File: config.mk
export PLATFORM = sky130hd
export DESIGN_NAME = endian_lane_aligner
export DESIGN_NICKNAME = d
export VERILOG_FILES = /design/src/rtl/lane_pkg.sv /design/src/rtl/lane_req_decode.sv /design/src/rtl/lane_stage.sv /design/src/rtl/lane_rd_extract.sv /design/src/rtl/endian_lane_aligner.sv
export SDC_FILE = /design/constraint.sdc
export NUM_CORES = 1
export LEC_CHECK = 0
export BUFFER_PORTS_ARGS = -buffer_cell sky130_fd_sc_hd__buf_2
export CORE_MARGIN = 2
export CORE_UTILIZATION = 39
export DETAILED_ROUTE_END_ITERATION = 12
export GPL_ROUTABILITY_DRIVEN = 0
export GPL_TIMING_DRIVEN = 0
export PLACE_DENSITY_LB_ADDON = 0.05
export SYNTH_ARGS = -nofsm -noshare
export SYNTH_HDL_FRONTEND = slang
export SYNTH_SLANG_ARGS = --single-unit
File: constraint.sdc
create_clock -name clk -period 1.3 [get_ports clk]
set_input_delay 0.195 -clock clk [delete_from_list [all_inputs] [get_ports clk]]
set_output_delay 0.195 -clock clk [all_outputs]
set_load 0.01 [all_outputs]
File: src/rtl/lane_pkg.sv
package lane_pkg;

    localparam int ADDR_W   = 32;
    localparam int BUS_W    = 32;
    localparam int LANES    = BUS_W / 8;
    localparam int OFF_W    = $clog2(LANES);

    typedef enum logic [1:0] {
        SZ_BYTE = 2'b00,
        SZ_HALF = 2'b01,
        SZ_WORD = 2'b10,
        SZ_RSVD = 2'b11
    } acc_size_e;

    typedef struct packed {
        logic              valid;
        logic [ADDR_W-1:0] addr;
        acc_size_e         size;
        logic              write;
        logic              fetch;
        logic              compact;
        logic              sext;
        logic              big;
        logic              misalign;
        logic [LANES-1:0]  lanes;
        logic [BUS_W-1:0]  wdata;
    } beat_t;

    // Fetches and the reserved code become full-width accesses.
    function automatic acc_size_e eff_size(input logic [1:0] sz, input logic fetch);
        acc_size_e r;
        if (fetch || sz == SZ_RSVD || sz == SZ_WORD) r = SZ_WORD;
        else if (sz == SZ_HALF)                      r = SZ_HALF;
        else                                         r = SZ_BYTE;
        return r;
    endfunction

    // Low-address bits that must be zero for a given size.
    function automatic logic [OFF_W-1:0] low_bits(input acc_size_e sz);
        logic [OFF_W-1:0] r;
        case (sz)
            SZ_BYTE: r = '0;
            SZ_HALF: r = OFF_W'(1);
            default: r = '1;
        endcase
        return r;
    endfunction

    // Mask bit k always names bus bits [8k+7:8k].
    function automatic logic [LANES-1:0] lane_mask(input acc_size_e sz,
                                                   input logic [OFF_W-1:0] off,
                                                   input logic big);
        logic [LANES-1:0] r;
        case (sz)
            SZ_BYTE: r = big ? (LANES'(1) << (OFF_W'(LANES-1) - off))
                             : (LANES'(1) << off);
            SZ_HALF: r = (off[1] ^ big) ? 4'b1100 : 4'b0011;
            default: r = '1;
        endcase
        return r;
    endfunction

endpackage

File: src/rtl/lane_req_decode.sv
module lane_req_decode
    import lane_pkg::*;
(
    input  logic              valid_i,
    input  logic [ADDR_W-1:0] addr_i,
    input  logic [1:0]        size_i,
    input  logic              write_i,
    input  logic              fetch_i,
    input  logic              compact_i,
    input  logic              signed_i,
    input  logic              big_i,
    input  logic [BUS_W-1:0]  wdata_i,
    output beat_t             beat_o
);

    acc_size_e        sz;
    logic [OFF_W-1:0] off;
    logic [OFF_W-1:0] need_zero;
    logic [BUS_W-1:0] rep_data;

    assign sz        = eff_size(size_i, fetch_i);
    assign off       = addr_i[OFF_W-1:0];
    assign need_zero = low_bits(sz);

    for (genvar k = 0; k < LANES; k++) begin : g_rep
        always_comb begin
            case (sz)
                SZ_BYTE: rep_data[8*k +: 8] = wdata_i[7:0];
                SZ_HALF: rep_data[8*k +: 8] = wdata_i[8*(k%2) +: 8];
                default: rep_data[8*k +: 8] = wdata_i[8*k +: 8];
            endcase
        end
    end

    always_comb begin
        beat_o          = '0;
        beat_o.valid    = valid_i;
        beat_o.addr     = {addr_i[ADDR_W-1:OFF_W], off & ~need_zero};
        beat_o.size     = sz;
        beat_o.write    = write_i & ~fetch_i;
        beat_o.fetch    = fetch_i;
        beat_o.compact  = compact_i;
        beat_o.sext     = signed_i;
        beat_o.big      = big_i;
        beat_o.misalign = |(off & need_zero);
        beat_o.lanes    = lane_mask(sz, off & ~need_zero, big_i);
        beat_o.wdata    = rep_data;
    end

    always_comb begin
        if (valid_i && sz == SZ_BYTE)
            a_r6_byte_never_misaligned: assert (beat_o.misalign == 1'b0);
    end

endmodule

File: src/rtl/lane_stage.sv
module lane_stage
    import lane_pkg::*;
#(
    parameter bit OUT_REG = 1'b1
) (
    input  logic  clk,
    input  logic  rst,
    input  beat_t d_i,
    output beat_t q_o
);

    if (OUT_REG) begin : g_reg
        beat_t q_r;
        always_ff @(posedge clk) begin
            if (rst) q_r <= '0;
            else     q_r <= d_i;
        end
        assign q_o = q_r;

        a_r1_reset_clears: assert property (@(posedge clk)
            rst |=> (q_o.valid == 1'b0 && q_o.lanes == '0 && q_o.misalign == 1'b0));

        a_r12_valid_delay: assert property (@(posedge clk) disable iff (rst)
            1'b1 |=> (q_o.valid == $past(d_i.valid)));
    end else begin : g_pass
        assign q_o = d_i;
    end

endmodule

File: src/rtl/lane_rd_extract.sv
module lane_rd_extract
    import lane_pkg::*;
(
    input  beat_t            ctx_i,
    input  logic [BUS_W-1:0] rdata_i,
    output logic [BUS_W-1:0] ld_data_o,
    output logic [15:0]      first_o,
    output logic [15:0]      second_o,
    output logic             pair_o
);

    logic [7:0]  byte_v;
    logic [15:0] half_v;

    // Byte value is the lane picked out by the mask.
    always_comb begin
        byte_v = '0;
        for (int k = 0; k < LANES; k++) begin
            if (ctx_i.lanes[k]) byte_v = byte_v | rdata_i[8*k +: 8];
        end
    end

    assign half_v = ctx_i.lanes[2] ? rdata_i[31:16] : rdata_i[15:0];

    always_comb begin
        case (ctx_i.size)
            SZ_BYTE: ld_data_o = {{(BUS_W-8){ctx_i.sext & byte_v[7]}}, byte_v};
            SZ_HALF: ld_data_o = {{(BUS_W-16){ctx_i.sext & half_v[15]}}, half_v};
            default: ld_data_o = rdata_i;
        endcase
    end

    assign pair_o   = ctx_i.fetch & ctx_i.compact;
    assign first_o  = ctx_i.big ? rdata_i[31:16] : rdata_i[15:0];
    assign second_o = ctx_i.big ? rdata_i[15:0]  : rdata_i[31:16];

    always_comb begin
        if (ctx_i.valid && ctx_i.size == SZ_BYTE && !ctx_i.write)
            a_r8_single_lane: assert ($onehot0(ctx_i.lanes) && ctx_i.lanes != '0);
    end

endmodule

File: src/rtl/endian_lane_aligner.sv
module endian_lane_aligner
    import lane_pkg::*;
#(
    parameter bit OUT_REG = 1'b1
) (
    input  logic              clk,
    input  logic              rst,
    input  logic              req_valid_i,
    input  logic [ADDR_W-1:0] req_addr_i,
    input  logic [1:0]        req_size_i,
    input  logic              req_write_i,
    input  logic              req_fetch_i,
    input  logic              req_compact_i,
    input  logic              req_signed_i,
    input  logic              req_big_i,
    input  logic [BUS_W-1:0]  req_wdata_i,
    input  logic [BUS_W-1:0]  bus_rdata_i,
    output logic              bus_valid_o,
    output logic [ADDR_W-1:0] bus_addr_o,
    output logic [1:0]        bus_size_o,
    output logic              bus_write_o,
    output logic [LANES-1:0]  bus_lanes_o,
    output logic [BUS_W-1:0]  bus_wdata_o,
    output logic              misalign_o,
    output logic [BUS_W-1:0]  ld_data_o,
    output logic [15:0]       instr_first_o,
    output logic [15:0]       instr_second_o,
    output logic              pair_valid_o
);

    beat_t dec_beat;
    beat_t out_beat;

    lane_req_decode u_decode (
        .valid_i   (req_valid_i),
        .addr_i    (req_addr_i),
        .size_i    (req_size_i),
        .write_i   (req_write_i),
        .fetch_i   (req_fetch_i),
        .compact_i (req_compact_i),
        .signed_i  (req_signed_i),
        .big_i     (req_big_i),
        .wdata_i   (req_wdata_i),
        .beat_o    (dec_beat)
    );

    lane_stage #(.OUT_REG(OUT_REG)) u_stage (
        .clk (clk),
        .rst (rst),
        .d_i (dec_beat),
        .q_o (out_beat)
    );

    lane_rd_extract u_extract (
        .ctx_i     (out_beat),
        .rdata_i   (bus_rdata_i),
        .ld_data_o (ld_data_o),
        .first_o   (instr_first_o),
        .second_o  (instr_second_o),
        .pair_o    (pair_valid_o)
    );

    assign bus_valid_o = out_beat.valid;
    assign bus_addr_o  = out_beat.addr;
    assign bus_size_o  = out_beat.size;
    assign bus_write_o = out_beat.write;
    assign bus_lanes_o = out_beat.lanes;
    assign bus_wdata_o = out_beat.wdata;
    assign misalign_o  = out_beat.misalign;

    a_r2_half_aligned: assert property (@(posedge clk) disable iff (rst)
        (bus_valid_o && bus_size_o == SZ_HALF) |-> (bus_addr_o[0] == 1'b0));

    a_r2_word_aligned: assert property (@(posedge clk) disable iff (rst)
        (bus_valid_o && bus_size_o == SZ_WORD) |-> (bus_addr_o[1:0] == 2'b00));

    a_r4_lane_count: assert property (@(posedge clk) disable iff (rst)
        bus_valid_o |-> ($countones(bus_lanes_o) ==
            ((bus_size_o == SZ_BYTE) ? 1 : (bus_size_o == SZ_HALF) ? 2 : 4)));

    a_r7_byte_replicated: assert property (@(posedge clk) disable iff (rst)
        (bus_valid_o && bus_write_o && bus_size_o == SZ_BYTE) |->
            (bus_wdata_o[31:24] == bus_wdata_o[7:0] && bus_wdata_o[15:8] == bus_wdata_o[7:0]));

    a_r9_sign_fill: assert property (@(posedge clk) disable iff (rst)
        (bus_valid_o && !bus_write_o && out_beat.sext && bus_size_o == SZ_BYTE && ld_data_o[7])
            |-> (ld_data_o[31:8] == 24'hFFFFFF));

    if (OUT_REG) begin : g_seq_checks
        a_r3_fetch_word_read: assert property (@(posedge clk) disable iff (rst)
            (req_valid_i && req_fetch_i) |=>
                (bus_size_o == SZ_WORD && bus_lanes_o == 4'b1111 && !bus_write_o));

        a_r11_endian_carried: assert property (@(posedge clk) disable iff (rst)
            (req_valid_i && req_size_i == SZ_BYTE && !req_fetch_i && req_addr_i[1:0] == 2'b00)
                |=> (bus_lanes_o == ($past(req_big_i) ? 4'b1000 : 4'b0001)));
    end

endmodule

### Yosys cells after proc, flatten, opt, wreduce, memory -nomap -nowiden

Cells that the tools add are included.

* word-level logic and storage cells: 54
* bits in writable memories: 0
* output and inout port bits: 138
* bits in read-only memories: 0
* input port bits: 106
* register bits: 77
* memories: 0
* latch bits: 0

* order comparisons: 0
* mux-type cells: 17
* $add $sub $neg: 1
* shifts and indexed selects: 2
* reductions and logical operators: 6
* $mul: 0
* eq/ne operators: 5
* divide/modulo/power cells: 0
* bitwise operators: 12

Operators with widths (count)
* case mux 32 bit (2 select lines): 1
* 2-to-1 mux 16 bit: 3
* 2-to-1 mux 8 bit: 6
* bitwise OR 8 bit: 3
* case mux 8 bit (2 select lines): 1
* 2-to-1 mux 4 bit: 2
* case mux 4 bit (2 select lines): 1
* << shifter 1 x 2 -> 4 bit, first input constant: 2
* equality test 2 x 1 -> 1 bit, second input constant: 3
* bitwise AND 1 bit: 4
* bitwise AND 2 bit: 2
* equality test 2 bit, second input constant: 2
* logical NOT 2 bit: 2
* case mux 2 bit (2 select lines): 1
* OR reduction 2 bit: 2
* logical OR 1 bit: 2
* 2-to-1 mux 2 bit: 1
* NOT 2 bit: 1
* subtractor 2 bit, first input constant: 1
* 2-to-1 mux 1 bit: 1
* NOT 1 bit: 1
* XOR 1 bit: 1

### Depth between registers and ports, before layout

* depth in word-level cells: 12
* mapped depth: 6
* mapped depth without buffers: 3

### Modules after synthesis

From an unflattened synthesis, not the netlist that was laid out.

* cell total of the unflattened synthesis: 412
* area total of the unflattened synthesis: 4015.1 um^2

By module, submodules not included
* lane_stage: cells each 162, area an instance 2084.5 um^2, times used 1, sequential area each 1541.5 um^2
* lane_rd_extract: cells each 143, area an instance 1048.5 um^2, times used 1, sequential area each 0.0 um^2
* lane_req_decode: cells each 107, area an instance 882.1 um^2, times used 1, sequential area each 0.0 um^2

### Least setup slack after synthesis

No wires, ideal clock.

* path type: reg-to-output
* from: register u_stage.g_reg.q_r (netlist bit u_stage.q_o[34])
* to: output ld_data_o[16]
* setup slack: -0.204 ns
* required time: 1.105 ns
* stages on the path, launching flop included: 5
* buffers on the path: 1
* arrival: 1.309 ns
* cell sequence: dfxtp_1 mux2_2 o211ai_2 buf_2 o21ai_0

* word-level cells in the longest chain between the ends: 5
* elaborated cells on any way between the ends: 7
* those cells by class: mux (4); bitwise (3)

RTL lines
* start, declared: line lane_stage.sv:13 `beat_t q_r;`
* start signal, assigned: line lane_stage.sv:16 `else q_r <= d_i;`
* 2-to-1 mux 8 bit: line lane_rd_extract.sv:19 `if (ctx_i.lanes[k]) byte_v = byte_v | rdata_i[8*k +: 8];`
* bitwise OR 8 bit: line lane_rd_extract.sv:19
* 2-to-1 mux 8 bit: line lane_rd_extract.sv:19
* bitwise AND 1 bit: line lane_rd_extract.sv:27 `SZ_BYTE: ld_data_o = {{(BUS_W-8){ctx_i.sext & byte_v[7]}}, byte_v};`
* case mux 32 bit (2 select lines) (*): line lane_rd_extract.sv:26 `case (ctx_i.size)`
* end, declared: line endian_lane_aligner.sv:25 `output logic [BUS_W-1:0] ld_data_o,`

Every way passes the cells marked *; elsewhere a longest branch is shown, timed or not.

### Final worst setup path

* from: register u_stage.g_reg.q_r (netlist bit u_stage.q_o[34])
* to: output ld_data_o[30]

The elaborated chain is that of the path after synthesis.

==> metrics <==
outcome finished, violations left; failing checks negative setup slack; Final Max Tran Viols 0; Layout fillers 812; commonest cells after routing, fill and taps aside buf_2, buf_4, dfxtp_1; final hold vios 0; worst slew margin relative to its limit 33.1%; Worst EP required 1110 ps; Core Util, Final 65.2%; TritonCTS buffer count 9; Mapped Area 3850 sq um; non-filler cells in the finished layout 833; mux cell area share after synthesis 11.2%; maximum clock path buffer count 2; die width 103 um; Synth Instances 423; Slew @ Worst Pin 996 ps; hold_sp req_compact_i; setup violators final 64; maximum VDD drop 0.963 mV; total power draw 6.29 mW; DIE AREA 10,700 sq um; most common cell after layout, fill and taps aside buf_2; endpoint class of the critical path output pin; DRT Wirelength 12.8 mm; Root Buffer clkbuf_8; number of flops mapped to enable cells by yosys 0; placed cell count 798; PortBufs 242; CP arrival 1750 ps; DP HPWL 9.03 mm; Setup TNS -27,690 ps; number of global-route vias before repair 3,944; pin count of the biggest net entering global routing 15; vias per cell 4.74; family with the most delay on the worst path flip-flops; post-synthesis sequential area ratio 40.1%; Leak Pwr 3.20 nW; CP peak stage delay 380 ps; ant diodes 0; critical path's slowest cell dfxtp_4; remaining routing DRC violations 0; Core Area 9680 sq um; drt wl/cell 15.3 um; Worst Setup Start Kind flip-flop; total number of vias 3,951; io pins 244; GR Util All Layers 23.3%; first-pass GRT wire length 18.9 mm; clock slew at reported path FFs 90 ps; 1st-pass router iterations 4; H-tree depth 3; Top FF cell, synth dfxtp_1; maximum clock rate 515 MHz; Starting Density 39.7%; final setup margin -642 ps; min cycle time layout 1940 ps; Min-Delay Path Depth 2; Post-Synth Adder-Cell Area 0%; total congestion overflow 0; largest family of logic cells by synthesized area buffers and inverters; # clock sinks 77; Hold Crit Class input pin to flip-flop; nets 802; Starting DRT DRC Count 76; Yosys Warn Count 0; hold slack 41.3 ps; #FFs+latches synth 77; worst-path fanout max 10; hold endpoint u_stage.q_o[39]$_SDFF_PP0_; syn nets 529; Cell Chain, Critical Path mux2_4, o211ai_4, buf_12, o21ai_1, buf_2; TritonCTS clock tree built; Area Overhead vs Synth 64.1%; Synth Area in Compound Gates 14.5%; FP Rows 36; crit path kind flip-flop to output pin; Power Density 997 nW/um^2; total of max-cap violations 0; Routed Antenna Nets 0; die height 103 um; final worst path period share 149%; number of flip-flops in the largest register 77; Avg Inst Size Synth 9.10 sq um; async set or reset register ratio after synthesis 0%; Post-Synth Simple-Gate Area 16.4%; RSZ-0062 raised after global routing true; initial antenna violation count 0; xor and xnor fraction of the mapped netlist area 0.683%; Netlist cell types 35; buffers and inverters on the worst path 2; share of layout cells above drive strength 1 62.6%
## synth_stat cells (4+ instances only)
cell	n	area, sq um
a211oi_1	10	75.1
a221o_1	15	150
o21ai_0	17	85.1
clkbuf_1	14	52.6
dfxtp_1	77	1540
buf_2	10	50.1
inv_1	7	26.3
nor2b_1	44	275
a21oi_1	16	80.1
a22oi_1	8	60.1
nand2_1	49	184
nor2_1	18	67.6
nor3b_1	4	30.0
buf_4	71	533
mux2i_1	8	80.1
mux2_2	31	349
## kinds of logic after synthesis
group,Yosys count
buffers and inverters,102
muxes,39
DFF,77
xor gates and xnor gates,3
and+or+nand+nor,126
AOI/OAI and AO/OA,76
## worst max-delay path by stage
| stage | slack [ps] | endpoint | cells after the start | start |
|---|---|---|---|---|
| after floorplan | -120 | ld_data_o[10] | 4 | u_stage.q_o[33]$_SDFF_PP0_ |
| after global placement | -420 | instr_first_o[13] | 4 | u_stage.q_o[37]$_SDFF_PP0_ |
| after detailed placement | -400 | instr_first_o[13] | 4 | u_stage.q_o[37]$_SDFF_PP0_ |
| after CTS | -630 | ld_data_o[23] | 5 | u_stage.q_o[34]$_SDFF_PP0_ |
| after global routing | -720 | ld_data_o[30] | 5 | u_stage.q_o[34]$_SDFF_PP0_ |
| final | -640 | ld_data_o[30] | 5 | u_stage.q_o[34]$_SDFF_PP0_ |
## metrics by stage
step                worst slack (ps)  cell area, sq um
finish                          -642              6310
global route                    -720              6310
CTS                             -633              6270
detailed placement              -403              5370
global placement                -417              5370
floorplan                       -118              3990
## repair_timing
action / in CTS / in global routing
hold buffers: 0 / 0
hold endpoints to repair: 0 / 0
setup endpoints to repair: 64 / 64
cloned: 2 / 1
pin swaps: 14 / 1
buffers inserted: 21 / 4
gates resized for setup: 114 / 20
## final cells by class
class,instances,area [sq um],share of cell area (%)
clock inverters,6,71.3,1.13
well taps,133,166,2.64
inverters,7,36.3,0.575
flip-flops and latches,77,1560,24.7
repair buffers,267,1710,27.2
clock buffers,9,124,1.96
multi-input cells,244,1950,30.9
plain buffers,90,687,10.9
## power by group
group | internal, mW | leakage [nW] | switching (mW) | total [mW]
sequential | 2.50 | 0.644 | 0.0573 | 2.55
clock | 0.896 | 0.0942 | 0.888 | 1.78
combinational | 1.05 | 2.46 | 0.901 | 1.95
## layer usage
metal,GRT usage [%],up-vias,part of all wire [%]
li1,-,1915,-
met1,24.9,1827,38
met2,41.1,173,51
met3,8.00,36,7.7
met4,11.2,0,3.1
met5,0,-,0
Note: power is estimated with default switching activity, not from simulation.
